**src/rtl/i2c_bm_pkg.sv**
```systemverilog
package i2c_bm_pkg;
  typedef enum logic [1:0] {
    MODE_SLV_RX = 2'd0,
    MODE_M_TX   = 2'd1,
    MODE_M_RX   = 2'd2
  } bm_mode_e;

  typedef enum logic [3:0] {
    ST_IDLE, ST_HOLD, ST_RS0, ST_RS1, ST_START,
    ST_BLO, ST_BHI, ST_P0, ST_P1, ST_P2
  } bm_state_e;
endpackage

```
**src/rtl/i2c_bm_tick.sv**
```systemverilog
module i2c_bm_tick #(
  parameter int DIV_W = 8
) (
  input  logic             clk,
  input  logic             rst,
  input  logic             run,
  input  logic [DIV_W-1:0] div,
  output logic             tick
);
  logic [DIV_W-1:0] cnt_q;

  assign tick = run && (cnt_q == div - DIV_W'(1));

  always_ff @(posedge clk) begin
    if (rst || !run || tick) cnt_q <= '0;
    else                     cnt_q <= cnt_q + DIV_W'(1);
  end
endmodule

```
**src/rtl/i2c_bm_shreg.sv**
```systemverilog
module i2c_bm_shreg #(
  parameter int W = 8
) (
  input  logic         clk,
  input  logic         rst,
  input  logic         load,
  input  logic [W-1:0] load_val,
  input  logic         shift,
  input  logic         sin,
  output logic [W-1:0] data,
  output logic         msb
);
  always_ff @(posedge clk) begin
    if (rst)        data <= '0;
    else if (load)  data <= load_val;
    else if (shift) data <= {data[W-2:0], sin};
  end

  assign msb = data[W-1];
endmodule

```
**src/rtl/i2c_byte_master.sv**
```systemverilog
module i2c_byte_master
  import i2c_bm_pkg::*;
#(
  parameter int DIV_W  = 8,
  parameter int DATA_W = 8
) (
  input  logic              clk,
  input  logic              rst,
  input  logic [DIV_W-1:0]  div_i,
  input  logic              go_i,
  input  logic              ctl_start_i,
  input  logic              ctl_stop_i,
  input  logic              ctl_nack_i,
  input  logic [DATA_W-1:0] wr_data_i,
  output logic [DATA_W-1:0] rd_data_o,
  output logic              ack_rx_o,
  output logic              done_o,
  output logic              busy_o,
  output logic [1:0]        mode_o,
  output logic              scl_oe_o,
  output logic              sda_oe_o,
  input  logic              sda_i
);
  localparam int CNT_W = $clog2(DATA_W + 1);
  localparam logic [CNT_W-1:0] ACK_IDX = CNT_W'(DATA_W);

  bm_state_e        st_q, st_d;
  bm_mode_e         mode_q;
  logic [CNT_W-1:0] bit_q;
  logic             c_stop_q, c_nack_q, c_addr_q, c_dir_q;
  logic             tick, run, go_ok, ack_bit, is_tx, drv_low;
  logic             sh_en, sh_msb;
  logic [DATA_W-1:0] sh_data;
  logic             scl_c, sda_c;
  logic             want_start;

  assign run        = (st_q != ST_IDLE) && (st_q != ST_HOLD);
  assign busy_o     = run;
  assign mode_o     = mode_q;
  assign ack_bit    = (bit_q == ACK_IDX);
  assign is_tx      = (mode_q == MODE_M_TX);
  assign want_start = ctl_start_i && !ctl_stop_i;
  assign sh_en      = (st_q == ST_BHI) && tick && !ack_bit;

  i2c_bm_tick #(.DIV_W(DIV_W)) u_tick (
    .clk(clk), .rst(rst), .run(run), .div(div_i), .tick(tick)
  );

  i2c_bm_shreg #(.W(DATA_W)) u_shreg (
    .clk(clk), .rst(rst), .load(go_ok), .load_val(wr_data_i),
    .shift(sh_en), .sin(sda_i), .data(sh_data), .msb(sh_msb)
  );

  // SDA pull for the current bit: data bits when sending, ack bit when receiving
  assign drv_low = ack_bit ? (!is_tx && !(c_nack_q || c_stop_q))
                           : (is_tx && !sh_msb);

  always_comb begin
    st_d  = st_q;
    go_ok = 1'b0;
    unique case (st_q)
      ST_IDLE: if (go_i && want_start) begin go_ok = 1'b1; st_d = ST_START; end
      ST_HOLD: if (go_i) begin
                 go_ok = 1'b1;
                 st_d  = want_start ? ST_RS0 : ST_BLO;
               end
      ST_RS0:  if (tick) st_d = ST_RS1;
      ST_RS1:  if (tick) st_d = ST_START;
      ST_START:if (tick) st_d = ST_BLO;
      ST_BLO:  if (tick) st_d = ST_BHI;
      ST_BHI:  if (tick) st_d = !ack_bit ? ST_BLO : (c_stop_q ? ST_P0 : ST_HOLD);
      ST_P0:   if (tick) st_d = ST_P1;
      ST_P1:   if (tick) st_d = ST_P2;
      ST_P2:   if (tick) st_d = ST_IDLE;
      default: st_d = ST_IDLE;
    endcase
  end

  always_comb begin
    unique case (st_q)
      ST_IDLE:  begin scl_c = 1'b0; sda_c = 1'b0;    end
      ST_HOLD:  begin scl_c = 1'b1; sda_c = 1'b0;    end
      ST_RS0:   begin scl_c = 1'b1; sda_c = 1'b0;    end
      ST_RS1:   begin scl_c = 1'b0; sda_c = 1'b0;    end
      ST_START: begin scl_c = 1'b0; sda_c = 1'b1;    end
      ST_BLO:   begin scl_c = 1'b1; sda_c = drv_low; end
      ST_BHI:   begin scl_c = 1'b0; sda_c = drv_low; end
      ST_P0:    begin scl_c = 1'b1; sda_c = 1'b1;    end
      ST_P1:    begin scl_c = 1'b0; sda_c = 1'b1;    end
      ST_P2:    begin scl_c = 1'b0; sda_c = 1'b0;    end
      default:  begin scl_c = 1'b0; sda_c = 1'b0;    end
    endcase
  end

  always_ff @(posedge clk) begin
    if (rst) begin
      st_q      <= ST_IDLE;
      mode_q    <= MODE_SLV_RX;
      bit_q     <= '0;
      c_stop_q  <= 1'b0;
      c_nack_q  <= 1'b0;
      c_addr_q  <= 1'b0;
      c_dir_q   <= 1'b0;
      done_o    <= 1'b0;
      ack_rx_o  <= 1'b0;
      rd_data_o <= '0;
      scl_oe_o  <= 1'b0;
      sda_oe_o  <= 1'b0;
    end else begin
      st_q     <= st_d;
      done_o   <= 1'b0;
      scl_oe_o <= scl_c;
      sda_oe_o <= sda_c;
      if (go_ok) begin
        c_stop_q <= ctl_stop_i;
        c_nack_q <= ctl_nack_i;
        c_addr_q <= want_start;
        c_dir_q  <= wr_data_i[0];
        bit_q    <= '0;
        if (want_start) mode_q <= MODE_M_TX;
      end
      if (st_q == ST_BHI && tick) begin
        if (ack_bit) begin
          if (is_tx) ack_rx_o  <= sda_i;
          else       rd_data_o <= sh_data;
          if (!c_stop_q) begin
            done_o <= 1'b1;
            if (c_addr_q) mode_q <= c_dir_q ? MODE_M_RX : MODE_M_TX;
          end
        end else begin
          bit_q <= bit_q + CNT_W'(1);
        end
      end
      if (st_q == ST_P2 && tick) begin
        done_o <= 1'b1;
        mode_q <= MODE_SLV_RX;
      end
    end
  end


  done_pulse_chk: assert property (@(posedge clk) disable iff (rst)
    done_o |=> !done_o);


  idle_release_chk: assert property (@(posedge clk) disable iff (rst)
    (st_q == ST_IDLE && $past(st_q) == ST_IDLE) |-> (!scl_oe_o && !sda_oe_o));


  sda_high_scl_chk: assert property (@(posedge clk) disable iff (rst)
    (!scl_oe_o && !$past(scl_oe_o) && (sda_oe_o != $past(sda_oe_o)))
      |-> ($past(st_q) == ST_START || $past(st_q) == ST_P2));


  idle_mode_chk: assert property (@(posedge clk) disable iff (rst)
    (st_q == ST_IDLE) |-> (mode_o == 2'd0));


  rx_stop_nack_chk: assert property (@(posedge clk) disable iff (rst)
    ($past(st_q) == ST_BLO && $past(bit_q) == ACK_IDX &&
     $past(mode_q) == MODE_M_RX && $past(c_stop_q)) |-> !sda_oe_o);
endmodule

```
**config.mk**
```make
export PLATFORM = sky130hd
export DESIGN_NAME = i2c_byte_master
export DESIGN_NICKNAME = d
export VERILOG_FILES = /design/src/rtl/i2c_bm_pkg.sv /design/src/rtl/i2c_bm_tick.sv /design/src/rtl/i2c_bm_shreg.sv /design/src/rtl/i2c_byte_master.sv
export SDC_FILE = /design/constraint.sdc
export NUM_CORES = 1
export LEC_CHECK = 0
export BUFFER_PORTS_ARGS = -buffer_cell sky130_fd_sc_hd__buf_2
export CAP_MARGIN = 20
export CORE_MARGIN = 1.5
export CORE_UTILIZATION = 35
export DETAILED_ROUTE_END_ITERATION = 10
export PLACE_DENSITY = 0.57
export SLEW_MARGIN = 20
export SYNTH_ARGS = -nofsm -noshare
export SYNTH_HDL_FRONTEND = slang
export SYNTH_HIERARCHICAL = 1
export SYNTH_SLANG_ARGS = --single-unit
```
**constraint.sdc**
```tcl
create_clock -name clk -period 3.33 [get_ports clk]
set_clock_uncertainty 0.05 [all_clocks]
set_input_delay 0.4995 -clock clk [delete_from_list [all_inputs] [get_ports clk]]
set_output_delay 0.4995 -clock clk [all_outputs]
set_load 0.02 [all_outputs]
```
==> run metrics, run 1 <==
grt met3 use=0.0326; post-CTS resize count=0; fmax=378 MHz; clk root buf=clkbuf_8; most numerous cell in the Yosys netlist=dfxtp_1; Final nets=between 300 and 400; critical path class=flip-flop to flip-flop; area of the core=around 6300 um2; CTS clock-pin slew for the worst setup and hold paths=approximately 0.08 ns; all-layer global routing usage=0.139; Startpoint Class=flip-flop; clk_lat worst skew=roughly 0.29 ns; Synth top cells by count=dfxtp_1 (42), mux2i_1 (21), nor2_1 (21); CTS H-tree depth=2; initial antenna violation count=0; Data required, critical path=about 3.4 ns; crit share post-route=0.795; clock buffer depth=2; DR WL/cell=roughly 13 um; I/O pins=38; Final Util=0.417; die area=6970 um2; Final setup viols=0; Crit Path Max Fanout=14; TritonCTS clock tree=built; Area contributors post-synth=dfxtp_1 (37%), mux2i_1 (9.3%), a211oi_1 (5.3%); Hold Path Class=primary input to flip-flop; area delta synth->final=16.1%; Post-synth top flop=dfxtp_1; IO Port Bufs=37; fin crit period=2.65 ns; critical path cell sequence=nor3_1, inv_1, o2111ai_1, nor4_4, and2_1, nand2b_4, nor4_4, buf_4, mux2i_1, nor2_1; Critical Path AT=about 2.8 ns; vias per inst=about 5.2; DRC Markers=0; postcts setup bufs=0; first-pass GRT wire length=~8000 um; mapped cell area=~2300 um2; worst ir drop on vdd=around 0.00025 V; die width=between 80 and 90 um; FF+latch count, synth=42; post-synth top area cell=dfxtp_1; crit path capture type=flip-flop; Async S/R FF share, synth=0; GRT busiest layer=met2; Worst path max stage delay=0.65 ns; largest net degree at the start of global routing=37; met1 Use GR=0.177; RSZ-0062 raised after global routing=no; die height=between 80 and 90 um; DR iter-0 viols=a little under 70; Fin Hold WS=0.391 ns; max_cap viols=0; antenna viol nets, final=0; initial core utilization=0.359; GP Congestion=0.767; leakage=between 1 and 1.5 nW; synthesized area per cell=between 9 and 10 um2; vias in the first global route=1728; Post-DP HPWL=3420 um; Hold Fails Final Rpt=0; overall routed net length=approximately 4800 um; synth unique cells=50; Slowest cell on crit path=dfxtp_1; Max transition margin=0.566; share of cells above drive strength 1=0.202; M2 GR Usage=0.231; Std-Cell Rows=29; critical path's most frequent cell=nor4_4; register area share after synthesis=0.371; Final Max Slew Viols=0; Power, Total=approximately 1 mW; Syn. warnings=6; PD cells=380 nW/um2; cts hold-fix bufs=0; DR vias=around 1900; run status=finished, final reports clean; Slew @ Worst Pin=between 0.6 and 0.7 ns; post-synth top area share=0.371; CTS sink cnt=42; Post-Syn Instances=between 200 and 250; setup_tns=0 ns; first-pass detailed-route iteration total=4; total CTS buffers=5; number of flops mapped to enable cells by yosys=0; Synthesized Nets=approximately 280; gr ovfl total=0; Antenna Cells=0
==> layer usage <==
metal	part of all wire	vias to the layer above
met2	0.46	52
met3	0.051	6
met5	0	-
met1	0.48	881
li1	-	963
met4	0.012	0
==> area by class of cell <==
type                       instances  area, um2
timing repair buffer              43        230
multi-input combinational        185       1320
fill                             643       3680
clock inverter                     2       37.5
clock buffer                       6       72.6
inverter                           9       33.8
sequential                        42        841
tap                               77       96.3
==> logic make-up (layout without fill, tap and decap cells) <==
| kind of cell | Yosys count | in the layout | synth area share |
|---|---|---|---|
| AOI/OAI and AO/OA | 47 | 47 | 0.143 |
| xor gates and xnor gates | 20 | 20 | 0.0772 |
| adders and majority gates | 4 | 4 | 0.0221 |
| buffers and inverters | 22 | 60 | 0.0463 |
| DFF | 42 | 42 | 0.371 |
| muxes | 21 | 21 | 0.0927 |
| and+or+nand+nor | 93 | 93 | 0.248 |
==> state kept, by name, summed over array words and instances (netlist names) <==
| register | cells |
|---|---|
| ack_rx_o | 1 |
| bit_q | 4 |
| c_addr_q | 1 |
| c_dir_q | 1 |
| c_nack_q | 1 |
| c_stop_q | 1 |
| done_o | 1 |
| mode_o | 2 |
| rd_data_o | 8 |
| scl_oe_o | 1 |
| sda_oe_o | 1 |
| st_q | 4 |
| u_shreg/data | 8 |
| u_tick/cnt_q | 8 |
==> placed cells by master, fill, tap and decap left out, drive strengths merged, types with 9 or more instances in the layout <==
cell,synthesis,final
a211oi,16,16
o21ai,9,9
nor2,21,21
nor3,9,9
xnor2,13,13
inv,9,9
buf,8,43
mux2i,21,21
dfxtp,42,42
nand2,9,9
nor2b,15,15
==> critical path: cells and delay by family, from the launching register on <==
kind            cells  cell delay [ns]
buf+inv             2             0.43
compound gates      1             0.19
mux                 1             0.20
simple gates        6             0.98
flops               1             0.65
==> through the flow <==
stage	cell area, um2	cells	setup WS, ns
floorplan	2270	249	0.309
detailed placement	2520	356	0.434
finish	2630	364	0.683
CTS	2630	364	0.682
global placement	2520	356	0.491
global route	2630	364	0.481
==> power breakdown <==
group	total (mW)	internal (mW)	switching, mW	leakage, nW
Clock	0.399	0.224	0.175	0.0514
Combinational	0.0813	0.0347	0.0466	0.617
Sequential	0.520	0.511	0.00942	0.340
==> final timing paths <==
check / start / end / slack (ns) / cells past startpoint
hold reg to reg: u_tick/cnt_q[0] / u_tick/cnt_q[0] / 0.44 / 1
setup reg to reg: st_q[2] / rd_data_o[1] / 0.68 / 10
hold / removal: ctl_nack_i / c_nack_q / 0.39 / 3
setup / recovery: st_q[2] / rd_data_o[1] / 0.68 / 10
Note: power is estimated with default switching activity, not from simulation.
==> inputs of run 2 (changes only) <==
- ABC_AREA: unset -> 1
- PLACE_DENSITY: 0.57 -> 0.59
- clock period: 3.33 -> 2.4 ns (I/O delays scaled with it)
==> run 2 against run 1 <==
Effect of this change: setup slack got worse by 0.38 ns; critical path depth increased by 10; worst hold slack got worse by 0.14 ns; utilization increased by 1.6 points; global-route usage increased by 0.75 points; combinational power increased to 8.0 times the previous value; highest routed layer unchanged.
==> run metrics, run 2 <==
Syn. warnings=6 (unchanged); crit path capture type=flip-flop; FF-to-FF Start=st_q[2]; CTS sink cnt=42 (unchanged); IO Port Bufs=37 (unchanged); Post-synth top flop=dfxtp_1; die area=7180 um2 (+2.9%); vias in the first global route=1946 (+13%); synth unique cells=31 (-38%); antenna viol nets, final=0 (unchanged); sequential cell area=848 um2 (+0.89%); I/O pins=38 (unchanged); fin crit period=2.10 ns (-0.548 ns); synthesized area per cell=6.64 um2 (-27%); CP Launch Point=st_q[2]; vias per inst=4.62 (-11%); crit share post-route=0.875 (+0.0797); Antenna Cells=0 (unchanged); Area contributors post-synth=dfxtp_1 (36%), nand2_1 (15%), nor2_1 (9.0%); setup_tns=0 ns (unchanged); clk root buf=clkbuf_8; commonest cells after routing, fill and taps aside=nand2_1 (95), nor2_1 (55), dfxtp_1 (40); Startpoint Class=flip-flop; register area share after synthesis=0.360 (-0.0109); CTS H-tree depth=2 (unchanged); post-synth top area cell=dfxtp_1; most numerous cell in the Yosys netlist=nand2_1; Final Util=0.433 (+0.0156); post-synth top area share=0.360 (-0.0109); clock buffer depth=2 (unchanged); Final Max Slew Viols=0 (unchanged); all-layer global routing usage=0.146 (+0.00749); leakage=1.32 nW (+31%); DRC Markers=0 (unchanged); Max transition margin=0.657 (+0.0908); initial antenna violation count=0 (unchanged); placed insts=467 (+31%); Hold Path Class=primary input to flip-flop; overall routed net length=5080 um (+5.5%); fmax=476 MHz (+26%); Synth top cells by count=nand2_1 (95), nor2_1 (56), dfxtp_1 (42); FF+latch count, synth=42 (unchanged); DR WL/cell=10.6 um (-19%); Filler Cells Inserted=681 (+5.9%); Critical Path Sink=u_shreg/data[1]; Hold Fails Final Rpt=0 (unchanged); initial core utilization=0.366 (+0.00669); max_cap viols=0 (unchanged); total CTS buffers=5 (unchanged); clk_lat worst skew=0.30 ns (about the same); Data required, critical path=2.55 ns (-0.89 ns); first-pass detailed-route iteration total=4 (unchanged); commonest non-fill, non-tap cell in the layout=nand2_1; reg2reg setup slack=0.30 ns (-0.38 ns); CTS clock-pin slew for the worst setup and hold paths=0.08 ns (about the same); critical path class=flip-flop to flip-flop; Final setup viols=0 (unchanged); first-pass GRT wire length=8540 um (+6.5%); PD cells=710 nW/um2 (+87%); area delta synth->final=18.3%; R2R depth=20 (+10); gr ovfl total=0 (unchanged); top flop regs=rd_data_o (8), u_shreg/data (8), u_tick/cnt_q (8); TritonCTS clock tree=built; area of the multi-input gates=1290 um2 (-2.5%); Synthesized Nets=379 (+37%); share of cells above drive strength 1=0.195 (-0.00709); Final nets=426 (+36%); mapped cell area=2340 um2 (+3.0%); hold_sp=ctl_nack_i; worst r2r dst=u_shreg/data[1]; die height=84.7 um (+1.5%); Crit Path Max Fanout=10 (-4); Post-Syn Instances=352 (+41%); DR iter-0 viols=83 (+20%); final non-filler cell total=477 (+31%); Async S/R FF share, synth=0 (unchanged); DR vias=2206 (+16%); number of flops mapped to enable cells by yosys=0 (unchanged); Critical Path AT=2.25 ns (-0.51 ns); Std-Cell Rows=29 (unchanged); Power, Total=1.96 mW (+96%); worst ir drop on vdd=0.000289 V (+16%); RSZ-0062 raised after global routing=no; largest net degree at the start of global routing=19 (-49%); run status=finished, final reports clean; GP Congestion=0.903 (+18%); die width=84.7 um (+1.5%); Slew @ Worst Pin=0.512 ns (-0.138 ns); area of the core=6390 um2 (+1.1%); Post-DP HPWL=3910 um (+14%)
==> run 2: cell families (layout without fill, tap and decap cells) <==
| group | count (synthesis) | count (layout) | share of synthesized area |
|---|---|---|---|
| buf+inv | 50 | 98 | 0.0894 |
| simple gates | 205 | 205 | 0.396 |
| xor+xnor | 14 | 14 | 0.0525 |
| compound gates | 37 | 37 | 0.0808 |
| flops | 42 | 42 | 0.360 |
| fa+ha+maj | 4 | 4 | 0.0214 |
==> run 2: final cells by class <==
type / instances / share of cell area
clock buffers: 5 / 0.0249
clock inverters: 3 / 0.00905
inverters: 44 / 0.0616
multi-input cells: 260 / 0.467
flip-flops and latches: 42 / 0.307
well taps: 77 / 0.0349
repair buffers: 46 / 0.0960
==> run 2: report_power, final <==
| group | switching, mW | internal (mW) | total (mW) |
|---|---|---|---|
| combinational | 0.420 | 0.233 | 0.653 |
| sequential | 0.0646 | 0.778 | 0.843 |
| clock | 0.256 | 0.210 | 0.466 |
==> run 2: stage by stage <==
step / cell area, um2 / hold WS (ns) / setup WS [ns]
finish: 2760 / 0.255 / 0.301
global route: 2760 / 0.255 / 0.0298
CTS: 2740 / 0.247 / 0.0841
detailed placement: 2650 / 0.403 / 0.000135
global placement: 2650 / 0.399 / 0.0236
floorplan: 2340 / 0.379 / 0.0959
==> run 2: worst min path at each step <==
stage	cells past startpoint	end
2_1_floorplan	1	bit_q[3]
5_1_grt	3	c_nack_q
4_1_cts	3	c_nack_q
6_report	3	c_nack_q
3_3_place_gp	2	ack_rx_o
3_5_place_dp	2	ack_rx_o
==> run 2: critical path, stage by stage, from the launching register on <==
cell	delay [ns]
dfxtp_4	0.37
nor2_1	0.08
nand2_1	0.10
inv_1	0.07
a21oi_1	0.10
o21ai_0	0.09
nor2_1	0.09
nand2_1	0.06
nor2_2	0.10
nand3_2	0.09
inv_1	0.09
inv_2	0.06
nor2_8	0.11
nand2_2	0.07
inv_2	0.07
buf_12	0.13
nor2_8	0.05
nand2_1	0.07
nand3_1	0.06
nand2_1	0.06
inv_1	0.04
==> run 2: per-layer routing <==
layer	global-route usage	routed length, um	vias to the layer above
met5	0	0	-
met4	0.0440	30	0
met3	0.0305	212	2
met2	0.237	2280	34
met1	0.195	2550	975
li1	-	-	1195
==> run 2: what timing repair did <==
item | 4_1_cts | 5_1_grt
hold buffers | 0 | 0
endpoints found under the setup margin | 0 | 15
setup buffers | 0 | 2
resized for setup | 0 | 7
hold endpoints to repair | 0 | 0
==> inputs of run 3 (changes only) <==
- CTS_BUF_LIST: unset -> sky130_fd_sc_hd__clkbuf_2
==> run 3 against run 2 <==
Effect of this change: setup slack better by 0.018 ns; clock power decreased by 29%; cell count fell by 0.42%; worst hold slack got worse by 0.14 ns; via count is 0.32% lower; register-to-register slack improved by 0.02 ns; critical path depth unchanged; utilization down 0.92 points.
==> run metrics, run 3 (synthesis results as in run 2) <==
run status=finished, final reports clean; vias in the first global route=1951 (+0.26%); first-pass GRT wire length=8590 um (+0.56%); Antenna Cells=0 (unchanged); fmax=481 MHz (+0.88%); CTS sink cnt=42 (unchanged); Hold Path Class=primary input to flip-flop; worst ir drop on vdd=0.000263 V (-9.0%); CTS clock-pin slew for the worst setup and hold paths=0.23 ns (+0.15 ns); total CTS buffers=5 (unchanged); initial antenna violation count=0 (unchanged); DR iter-0 viols=98 (+18%); Max transition margin=0.654 (-0.00310); Std-Cell Rows=29 (unchanged); clk_lat worst skew=0.43 ns (+0.13 ns); Hold Fails Final Rpt=0 (unchanged); overall routed net length=5070 um (-0.18%); Startpoint Class=flip-flop; DR WL/cell=10.7 um (+0.24%); top flop regs=rd_data_o (8), u_shreg/data (8), u_tick/cnt_q (8); critical path class=flip-flop to flip-flop; Slew @ Worst Pin=0.517 ns (+0.00463 ns); Final WS setup=0.319 ns (+0.0183 ns); Data required, critical path=2.71 ns (+0.16 ns); IO Port Bufs=37 (unchanged); commonest non-fill, non-tap cell in the layout=nand2_1; Fin Hold WS=0.117 ns (-0.138 ns); die width=84.7 um (unchanged); TritonCTS clock tree=built; RSZ-0062 raised after global routing=no; CTS H-tree depth=2 (unchanged); all-layer global routing usage=0.147 (+0.00102); largest net degree at the start of global routing=19 (unchanged); die height=84.7 um (unchanged); DRC Markers=0 (unchanged); share of cells above drive strength 1=0.193 (-0.00153); gr ovfl total=0 (unchanged); Post-DP HPWL=3910 um (unchanged); Final setup viols=0 (unchanged); crit share post-route=0.867 (-0.00764); leakage=1.29 nW (-1.9%); first-pass detailed-route iteration total=4 (unchanged); area delta synth->final=15.7%; DR vias=2199 (-0.32%); commonest cells after routing, fill and taps aside=nand2_1 (95), nor2_1 (54), dfxtp_1 (40); clk root buf=clkbuf_2; antenna viol nets, final=0 (unchanged); clock buffer depth=2 (unchanged); dpl ws=0.000135 ns (unchanged); vias per inst=4.63 (+0.10%); fin crit period=2.08 ns (-0.0183 ns); area of the core=6390 um2 (unchanged); I/O pins=38 (unchanged); die area=7180 um2 (unchanged); Critical Path AT=2.39 ns (+0.14 ns); initial core utilization=0.366 (unchanged); Crit Path Max Fanout=10 (unchanged); crit path capture type=flip-flop; max_cap viols=0 (unchanged); cts hold-fix bufs=0 (unchanged); Final Max Slew Viols=0 (unchanged); Final nets=424 (-0.47%); GP Congestion=0.903 (unchanged); PD cells=667 nW/um2 (-6.1%); setup_tns=0 ns (unchanged)
## run 3: cell count changes in the layout (fill, tap and decap cells not counted)
cell      previous run  this run
clkbuf_2             0         5
clkbuf_8             5         0
buf_4                8         6
dfxtp_2              0         1
dfxtp_4              2         1
nor2_1              55        54
nor2_2               6         7
## run 3: path summary, 6_finish.rpt
check | startpoint | to | slack, ns | depth (start not counted)
max | st_q[3] | u_shreg/data[3] | 0.32 | 20
min | ctl_nack_i | c_nack_q | 0.12 | 3
max reg2reg | st_q[3] | u_shreg/data[3] | 0.32 | 20
min reg2reg | ack_rx_o | ack_rx_o | 0.43 | 2
## run 3: repair_timing
item / in CTS / in global routing
gates resized for setup: 0 / 7
setup buffers: 0 / 0
endpoints found under the setup margin: 0 / 13
## run 3: critical path, stage by stage (launching register included)
cell	delay, ns
dfxtp_4	0.42
nor2_2	0.06
nand2_1	0.08
inv_1	0.07
a21oi_1	0.10
o21ai_0	0.09
nor2_1	0.09
nand2_1	0.06
nor2_2	0.10
nand3_2	0.09
inv_1	0.09
inv_2	0.06
nor2_8	0.11
nand2_2	0.07
inv_2	0.07
buf_12	0.13
nor2_8	0.05
nand2_1	0.08
nand3_1	0.06
nand2_1	0.06
inv_1	0.04
## run 3: layout make-up
class,count,area (um2)
Tap cell,77,96.3
Clock inverter,3,25.0
Timing Repair Buffer,44,250
Sequential cell,42,846
Clock buffer,5,25.0
Fill cell,679,3680
Multi-Input combinational cell,260,1290
Inverter,44,170
## run 3: stage by stage
step,cell area (um2),cells,power [mW],util
final,2710,475,1.80,0.424
after global routing,2710,475,1.96,0.424
after CTS,2700,475,1.81,0.422
after detailed placement,2650,467,1.47,0.414
after global placement,2650,467,1.47,0.414
after floorplan,2340,352,1.33,-
## run 3: metal layers
layer / GRT usage / vias to the layer above / share of wire / routed length (um)
met3: 0.0334 / 7 / 0.041 / 209
met2: 0.235 / 35 / 0.44 / 2220
met1: 0.197 / 964 / 0.51 / 2570
met4: 0.0469 / 0 / 0.013 / 66
li1: - / 1193 / - / -
met5: 0 / - / 0 / 0
## run 3: where the power goes
part / internal [mW] / total, mW / switching (mW) / leakage, nW
clock network: 0.0773 / 0.333 / 0.255 / 0.0296
registers: 0.777 / 0.847 / 0.0702 / 0.341
logic: 0.213 / 0.624 / 0.411 / 0.923
